==> config.mk <==
export PLATFORM = sky130hd
export DESIGN_NAME = csa_mult
export DESIGN_NICKNAME = d
export VERILOG_FILES = /design/src/rtl/csa_mult.sv
export SDC_FILE = /design/constraint.sdc
export NUM_CORES = 1
export LEC_CHECK = 0
export BUFFER_PORTS_ARGS = -buffer_cell sky130_fd_sc_hd__buf_2
export CAP_MARGIN = 20
export CORE_MARGIN = 1
export CORE_UTILIZATION = 35
export CTS_BUF_LIST = sky130_fd_sc_hd__clkbuf_4
export CTS_CLUSTER_SIZE = 25
export DETAILED_ROUTE_END_ITERATION = 10
export PLACE_DENSITY = 0.53
export RECOVER_POWER = 50
export REMOVE_ABC_BUFFERS = 1
export SLEW_MARGIN = 10
export SYNTH_ARGS = -nofsm -noshare
export SYNTH_HDL_FRONTEND = slang
export SYNTH_SLANG_ARGS = --single-unit
==> constraint.sdc <==
create_clock -name clk -period 0.8 [get_ports clk]
set_input_delay 0.08 -clock clk [delete_from_list [all_inputs] [get_ports clk]]
set_output_delay 0.08 -clock clk [all_outputs]
set_load 0.02 [all_outputs]
==> src/rtl/csa_mult.sv <==
module csa_mult #(
  parameter int N       = 8,
  parameter int REG_OUT = 1
) (
  input  logic           clk,
  input  logic           rst_n,
  input  logic [N-1:0]   a,
  input  logic [N-1:0]   b,
  output logic [2*N-1:0] p
);
  localparam int BLK = 4;
  localparam int NB  = (N + BLK - 1) / BLK;
  localparam int W   = NB * BLK;

  logic [N-1:0]   s [N];
  logic [N-1:0]   c [N];
  logic [N-1:0]   lo;
  logic [W-1:0]   fa, fb, fs;
  logic [NB:0]    bc;
  logic [2*N-1:0] prod;
  logic           merge_ovf;

  assign s[0] = a & {N{b[0]}};
  assign c[0] = '0;

  for (genvar i = 1; i < N; i++) begin : g_row
    for (genvar j = 0; j < N; j++) begin : g_cell
      logic x, y, z;
      assign x = a[j] & b[i];
      if (j == N - 1) begin : g_top
        assign y = 1'b0;
      end else begin : g_mid
        assign y = s[i-1][j+1];
      end
      assign z = c[i-1][j];
      assign s[i][j] = x ^ y ^ z;
      assign c[i][j] = (x & y) | (x & z) | (y & z);
    end
  end

  for (genvar i = 0; i < N; i++) begin : g_lo
    assign lo[i] = s[i][0];
  end

  assign fa = W'({1'b0, s[N-1][N-1:1]});
  assign fb = W'(c[N-1]);
  assign bc[0] = 1'b0;

  for (genvar k = 0; k < NB; k++) begin : g_blk
    logic [BLK:0] r0, r1;
    assign r0 = {1'b0, fa[k*BLK +: BLK]} + {1'b0, fb[k*BLK +: BLK]};
    assign r1 = {1'b0, fa[k*BLK +: BLK]} + {1'b0, fb[k*BLK +: BLK]} + (BLK+1)'(1);
    assign fs[k*BLK +: BLK] = bc[k] ? r1[BLK-1:0] : r0[BLK-1:0];
    assign bc[k+1]          = bc[k] ? r1[BLK]     : r0[BLK];
  end

  if (W > N) begin : g_pad
    assign merge_ovf = bc[NB] | (|fs[W-1:N]);
  end else begin : g_nopad
    assign merge_ovf = bc[NB];
  end

  assign prod = {fs[N-1:0], lo};

  if (REG_OUT != 0) begin : g_reg
    always_ff @(posedge clk or negedge rst_n)
      if (!rst_n) p <= '0;
      else        p <= prod;
  end else begin : g_comb
    assign p = prod;
  end
endmodule

==> results of run 1 <==
## power groups by stage
stage / combinational (mW) / clock, mW / sequential, mW
6_report: 5.81 / 0.452 / 1.33
5_1_grt: 6.56 / 0.531 / 1.36
4_1_cts: 5.55 / 0.473 / 1.34
3_5_place_dp: 4.46 / 0 / 1.27
3_3_place_gp: 4.43 / 0 / 1.26
2_1_floorplan: 2.55 / 0 / 1.71
## per-layer routing
metal	global-route usage	up-vias	wire, µm
met5	0	-	0
met4	0.0436	0	43
met3	0.0137	4	76
met2	0.225	27	1860
met1	0.168	711	1610
li1	-	707	-
## layout by cell type, fill, tap and decap left out, types with 2 or more instances in the layout
| cell | Yosys | layout |
|---|---|---|
| sky130_fd_sc_hd__nand2_1 | 18 | 18 |
| sky130_fd_sc_hd__fa_1 | 44 | 25 |
| sky130_fd_sc_hd__and2_1 | 47 | 35 |
| sky130_fd_sc_hd__buf_6 | 0 | 24 |
| sky130_fd_sc_hd__nor2_1 | 2 | 2 |
| sky130_fd_sc_hd__inv_1 | 40 | 24 |
| sky130_fd_sc_hd__fa_2 | 0 | 19 |
| sky130_fd_sc_hd__buf_2 | 0 | 9 |
| sky130_fd_sc_hd__buf_8 | 0 | 2 |
| sky130_fd_sc_hd__a21o_1 | 2 | 2 |
| sky130_fd_sc_hd__inv_2 | 0 | 16 |
| sky130_fd_sc_hd__xor2_1 | 3 | 3 |
| sky130_fd_sc_hd__and2_4 | 0 | 12 |
| sky130_fd_sc_hd__ha_4 | 0 | 8 |
| sky130_fd_sc_hd__xnor2_1 | 3 | 3 |
| sky130_fd_sc_hd__dfrtp_1 | 16 | 16 |
| sky130_fd_sc_hd__clkbuf_4 | 0 | 3 |
| sky130_fd_sc_hd__buf_4 | 0 | 24 |
| sky130_fd_sc_hd__ha_1 | 15 | 7 |
## what timing repair did
item,4_1_cts,5_1_grt
pin swaps,36,20
setup buffers,3,2
hold buffers,1,0
endpoints found under the hold margin,16,0
resized for setup,83,29
setup endpoints to repair,30,30
## critical path: stages
cell                       delay, ns
sky130_fd_sc_hd__buf_8          0.10
sky130_fd_sc_hd__and2_4         0.15
sky130_fd_sc_hd__ha_4           0.26
sky130_fd_sc_hd__inv_2          0.03
sky130_fd_sc_hd__fa_1           0.51
sky130_fd_sc_hd__inv_2          0.05
sky130_fd_sc_hd__fa_2           0.55
sky130_fd_sc_hd__fa_2           0.43
sky130_fd_sc_hd__fa_2           0.54
sky130_fd_sc_hd__inv_2          0.04
sky130_fd_sc_hd__fa_2           0.36
sky130_fd_sc_hd__fa_2           0.36
sky130_fd_sc_hd__inv_2          0.07
sky130_fd_sc_hd__ha_4           0.13
sky130_fd_sc_hd__inv_2          0.03
sky130_fd_sc_hd__fa_2           0.34
sky130_fd_sc_hd__nand2b_4       0.15
sky130_fd_sc_hd__a21oi_4        0.16
sky130_fd_sc_hd__mux2_4         0.31
## cell families after synthesis
kind of cell | Yosys count | synth area share
and+or+nand+nor | 69 | 0.182
DFF | 16 | 0.191
buffers and inverters | 40 | 0.0716
AOI/OAI and AO/OA | 5 | 0.0161
adders and majority gates | 59 | 0.509
xor gates and xnor gates | 6 | 0.0250
muxes | 1 | 0.00537
## final timing paths
| kind | cells past startpoint | slack, ns | to |
|---|---|---|---|
| setup / recovery | 19 | -3.66 | p[13] |
| max in group asynchronous | 2 | 0.28 | p[3] |
| hold / removal | 2 | 0.06 | p[0] |
| min in group asynchronous | 2 | 0.23 | p[9] |
## per-stage QoR
| stage | utilization | instance area [µm²] |
|---|---|---|
| final | 0.528 | 2980 |
| after global routing | 0.528 | 2980 |
| after CTS | 0.512 | 2890 |
| after detailed placement | 0.450 | 2540 |
| after global placement | 0.450 | 2540 |
| after floorplan | - | 2100 |
## layout make-up
cell class | count | share of cell area
Clock buffer | 3 | 0.00756
Clock inverter | 1 | 0.00126
Inverter | 40 | 0.0504
Multi-Input combinational cell | 140 | 0.587
Sequential cell | 16 | 0.134
Tap cell | 72 | 0.0302
Timing Repair Buffer | 63 | 0.189
==> impl_metrics.tcl, run 1 <==
set metrics [dict create \
    ys_async_sr_fraction 1.00 \
    grt_max_degree 17 \
    min_from "a[0]" \
    fin_ws_ns -3.66 \
    cell_at_the_root_of_the_clock_tree "sky130_fd_sc_hd__clkbuf_4" \
    post-place-ws_ns -4.38 \
    irDropWorstVdd_v 0.00139 \
    cts.clk_slew.worst_paths_ns 0.10 \
    core_area_um2 5640 \
    yosys-top-cells-count "sky130_fd_sc_hd__and2_1, sky130_fd_sc_hd__fa_1, sky130_fd_sc_hd__inv_1, sky130_fd_sc_hd__nand2_1, sky130_fd_sc_hd__dfrtp_1" \
    groute.usage.overall 0.130 \
    clk_path_buf_depth 2 \
    yosysTopAreaCell "sky130_fd_sc_hd__fa_1" \
    synth_top_area_frac 0.420 \
    largest-register "p" \
    die_width_um 79.4 \
    ant_nets 0 \
    layout_worst_path_cycle_share 5.58 \
    synthMostInstantiatedCell "sky130_fd_sc_hd__and2_1" \
    yosys_warnings 0 \
    postSynthAreaPerCell_um2 10.7 \
    holdCritPathClass "in -> reg" \
    first_global_vias 1557 \
    crit_fanout 4 \
    num_io_pins 34 \
    power.sequential.fraction 0.175 \
    dr_total_vias 1449 \
    worst_slew_pin_slew_ns 0.393 \
    critical_path.startpoint "a[6]" \
    data_required_time_at_the_worst_endpoint_ns 0.99 \
    power.internal_mw 4.49 \
    cellLeakagePower_nw 1.43 \
    power_mw 7.59 \
    place.gp.congestion 0.709 \
    multiInputGateArea_um2 1750 \
    comb_power_share 0.765 \
    drtIter0Drc 12 \
    initial_core_util 0.372 \
    yosys_most_used_dff "sky130_fd_sc_hd__dfrtp_1" \
    syn_area_um2 2100 \
    antenna_diode_count 0 \
    grt_pass1_wl_um 6550 \
    final_cell_count_no_fill 335 \
    fin_setup_tns_ns -37.12 \
    setup_repair_after_global_routing_missed_its_margin "yes" \
    drv_slew 0 \
    finish.net_count 341 \
    post_synth_main_area_contributors "sky130_fd_sc_hd__fa_1, sky130_fd_sc_hd__dfrtp_1, sky130_fd_sc_hd__and2_1" \
    placed_cells 326 \
    postRouteWirelength_um 3590 \
    cts_buffers 3 \
    largest_reg_flops 16 \
    number_of_antenna_violations_at_the_first_check_in_global_routing 0 \
    power.share.clock 0.060 \
    die_area_um2 6310 \
    report.final.hold_viol_count 0 \
    max_slew_margin 0.738 \
    drc_errors 0 \
    netSwitchingFraction 0.408 \
    fin_worst_hold_slack_ns 0.0631 \
    cts-htree-levels 1 \
    outcome "finished, violations left" \
    layout.filler_cells 524 \
    drt_first_pass_iters 4 \
    synth_sequential_area_ratio 0.191 \
    fp-row-count 27 \
    synth-seq-cells 16 \
    synth_enable_flop_cells 0 \
    crit_path_arrival_time_ns 4.65 \
    violations_in_the_final_reports "setup timing" \
    reg_top3 "p: 16 flops" \
    timing_worst_setup_path_type "in -> reg" \
    portBuffers 33 \
    die_h_um 79.4 \
    layout-area-overhead-vs-synth_pct 42.0 \
    worstSetupStartpointType "input pin" \
    drt-wirelength-per-cell_um 10.7 \
    drive_above_1_share 0.468 \
    power.net_switching_mw 3.10 \
    synthesis.instances 196 \
    setup_viol 30 \
    p_per_area_nw_per_um2 2550 \
    max_cap_viol_count 0 \
    area.sequential_um2 400 \
    via_per_inst 4.33 \
    cp-end-kind "flop" \
    clock-sinks 16 \
    synthDistinctLibCells 15 \
    tritoncts "yes" \
    hpwl_um 3040 \
    grt_ovf 0 \
    max_freq_mhz 224 \
    final.min_clock_period_ns 4.46 \
]
No activity file was read; power rests on OpenSTA's default activity.
==> run 2, diff against run 1 <==
- CORE_ASPECT_RATIO: not set -> 1.2
==> impl_metrics.tcl, run 2 (synthesis gave the netlist of run 1 again) <==
set metrics [dict create \
    outcome "finished, violations left" \
    violations_in_the_final_reports "setup timing" \
    multiInputGateArea_um2 1760 \
    setup_repair_after_global_routing_missed_its_margin "yes" \
    cell_repeated_most_along_the_worst_path "sky130_fd_sc_hd__fa_2" \
    area.sequential_um2 400 \
    setup_viol 30 \
    die_h_um 86.8 \
    max_slew_margin 0.725 \
    dr_total_vias 1504 \
    power_mw 7.61 \
    power.sequential.fraction 0.175 \
    crit_path_arrival_time_ns 4.67 \
    fin_ws_ns -3.67 \
    worstPathCellList "buf_8, and2_4, ha_4, inv_2, fa_1, inv_2, fa_2, fa_2, fa_2, fa_2, inv_2, fa_2, inv_2, ha_4, inv_2, fa_2, nand2b_4, a21oi_4, mux2_4" \
    worstHoldEndpoint "p[0]" \
    power.internal_mw 4.48 \
    drive_above_1_share 0.466 \
    power.net_switching_mw 3.12 \
    drt_first_pass_iters 4 \
    clk_path_buf_depth 2 \
    max_freq_mhz 224 \
    drtIter0Drc 20 \
    min_from "a[0]" \
    tritoncts "yes" \
    worst_slew_pin_slew_ns 0.412 \
    final_design_area_no_fill_um2 2960 \
    die_width_um 72.7 \
    final_cell_count_no_fill 342 \
    ant_nets 0 \
    cell_at_the_root_of_the_clock_tree "sky130_fd_sc_hd__clkbuf_4" \
    most-common-layout-cells "sky130_fd_sc_hd__and2_1, sky130_fd_sc_hd__fa_1, sky130_fd_sc_hd__buf_4, sky130_fd_sc_hd__inv_1, sky130_fd_sc_hd__buf_6" \
    report.final.hold_viol_count 0 \
    core_area_um2 5710 \
    cp-end-kind "flop" \
    fp-row-count 30 \
    via_per_inst 4.40 \
    post-place-ws_ns -4.37 \
    fin_setup_tns_ns -37.49 \
    finish.net_count 340 \
    largest_reg_flops 16 \
    timing.hold.worst_path_depth 2 \
    most_common_cell_after_layout_fill_and_taps_aside "sky130_fd_sc_hd__and2_1" \
    final.min_clock_period_ns 4.47 \
    placed_cells 334 \
    hpwl_um 3130 \
    antenna_diode_count 0 \
    drt-wirelength-per-cell_um 10.9 \
    largest-register "p" \
    crit_fanout 4 \
    portBuffers 33 \
    irDropWorstVdd_v 0.00124 \
    num_io_pins 34 \
    p_per_area_nw_per_um2 2570 \
    postRouteWirelength_um 3740 \
    clock-sinks 16 \
    timing_worst_setup_path_type "in -> reg" \
    netSwitchingFraction 0.410 \
    layout-area-overhead-vs-synth_pct 41.1 \
    grt_pass1_wl_um 6670 \
    comb_power_share 0.765 \
    timing.critical_path.slowest_stage_cell "sky130_fd_sc_hd__fa_2" \
    drc_errors 0 \
    first_global_vias 1607 \
    drv_slew 0 \
    grt_max_degree 17 \
    worst_path_largest_cell_delay_ns 0.54 \
    grt_ovf 0 \
    worstSetupStartpointType "input pin" \
    cts_buffers 3 \
    fin_worst_hold_slack_ns 0.0631 \
    holdCritPathClass "in -> reg" \
    cellLeakagePower_nw 1.42 \
    max_cap_viol_count 0 \
    groute.usage.overall 0.136 \
    data_required_time_at_the_worst_endpoint_ns 0.99 \
    place.gp.congestion 0.710 \
    number_of_antenna_violations_at_the_first_check_in_global_routing 0 \
    layout_worst_path_cycle_share 5.59 \
    initial_core_util 0.368 \
    power.share.clock 0.060 \
    layout.filler_cells 528 \
    die_area_um2 6310 \
    reg_top3 "p: 16 flops" \
    cts.clk_slew.worst_paths_ns 0.11 \
    cts-htree-levels 1 \
    final_core_utilization 0.519 \
    postPlaceCellArea_um2 2550 \
]
## run 2: cell count changes in the layout (fill, tap and decap cells not counted)
cell	previous run	this run
sky130_fd_sc_hd__inv_2	16	17
sky130_fd_sc_hd__xnor2_1	3	2
sky130_fd_sc_hd__buf_6	24	21
sky130_fd_sc_hd__and2_4	12	9
sky130_fd_sc_hd__buf_4	24	25
sky130_fd_sc_hd__and2_1	35	38
sky130_fd_sc_hd__buf_12	1	0
sky130_fd_sc_hd__inv_1	24	23
sky130_fd_sc_hd__nand2_1	18	17
sky130_fd_sc_hd__nand2_4	0	1
sky130_fd_sc_hd__xnor2_2	0	1
sky130_fd_sc_hd__buf_2	9	11
## run 2: worst max path at each step
stage | startpoint | to | cells past startpoint
2_1_floorplan | b[1] | p[13] | 18
3_3_place_gp | b[1] | p[13] | 19
3_5_place_dp | b[1] | p[13] | 19
4_1_cts | a[6] | p[13] | 19
5_1_grt | b[0] | p[15] | 20
6_report | b[0] | p[13] | 19
## run 2: power by group through the flow
stage               sequential (mW)  combinational, mW  clock [mW]
global route                   1.36               6.57       0.523
finish                         1.33               5.82       0.456
floorplan                      1.71               2.55           0
global placement               1.26               4.44           0
CTS                            1.33               5.79       0.484
detailed placement             1.27               4.50           0
## run 2: worst max-delay path: cells and delay by family
family                   cells  cell delay, ns
AO/OA/AOI/OAI                1            0.16
AND/OR/NAND/NOR              2            0.31
adder cells (fa/ha/maj)      9            3.46
buffers and inverters        6            0.35
multiplexers                 1            0.31
## run 2: layer usage
layer / GRT usage / up-vias / share of wire
li1: - / 706 / -
met1: 0.159 / 767 / 0.42
met2: 0.253 / 27 / 0.55
met3: 0.0151 / 4 / 0.021
met4: 0.0499 / 0 / 0.015
met5: 0 / - / 0
## run 2: repair_timing
action                                 4_1_cts  5_1_grt
setup buffers                                2        1
endpoints found under the hold margin       16        0
setup endpoints to repair                   30       30
hold buffers                                 1        0
pin swaps                                   38        8
resized for setup                           97        8
## run 2: cell type report
type,instances,share of cell area
well taps,80,0.0338
repair buffers,62,0.178
inverters,40,0.0507
multi-input cells,140,0.593
clock buffers,3,0.00761
flip-flops and latches,16,0.135
clock inverters,1,0.00127
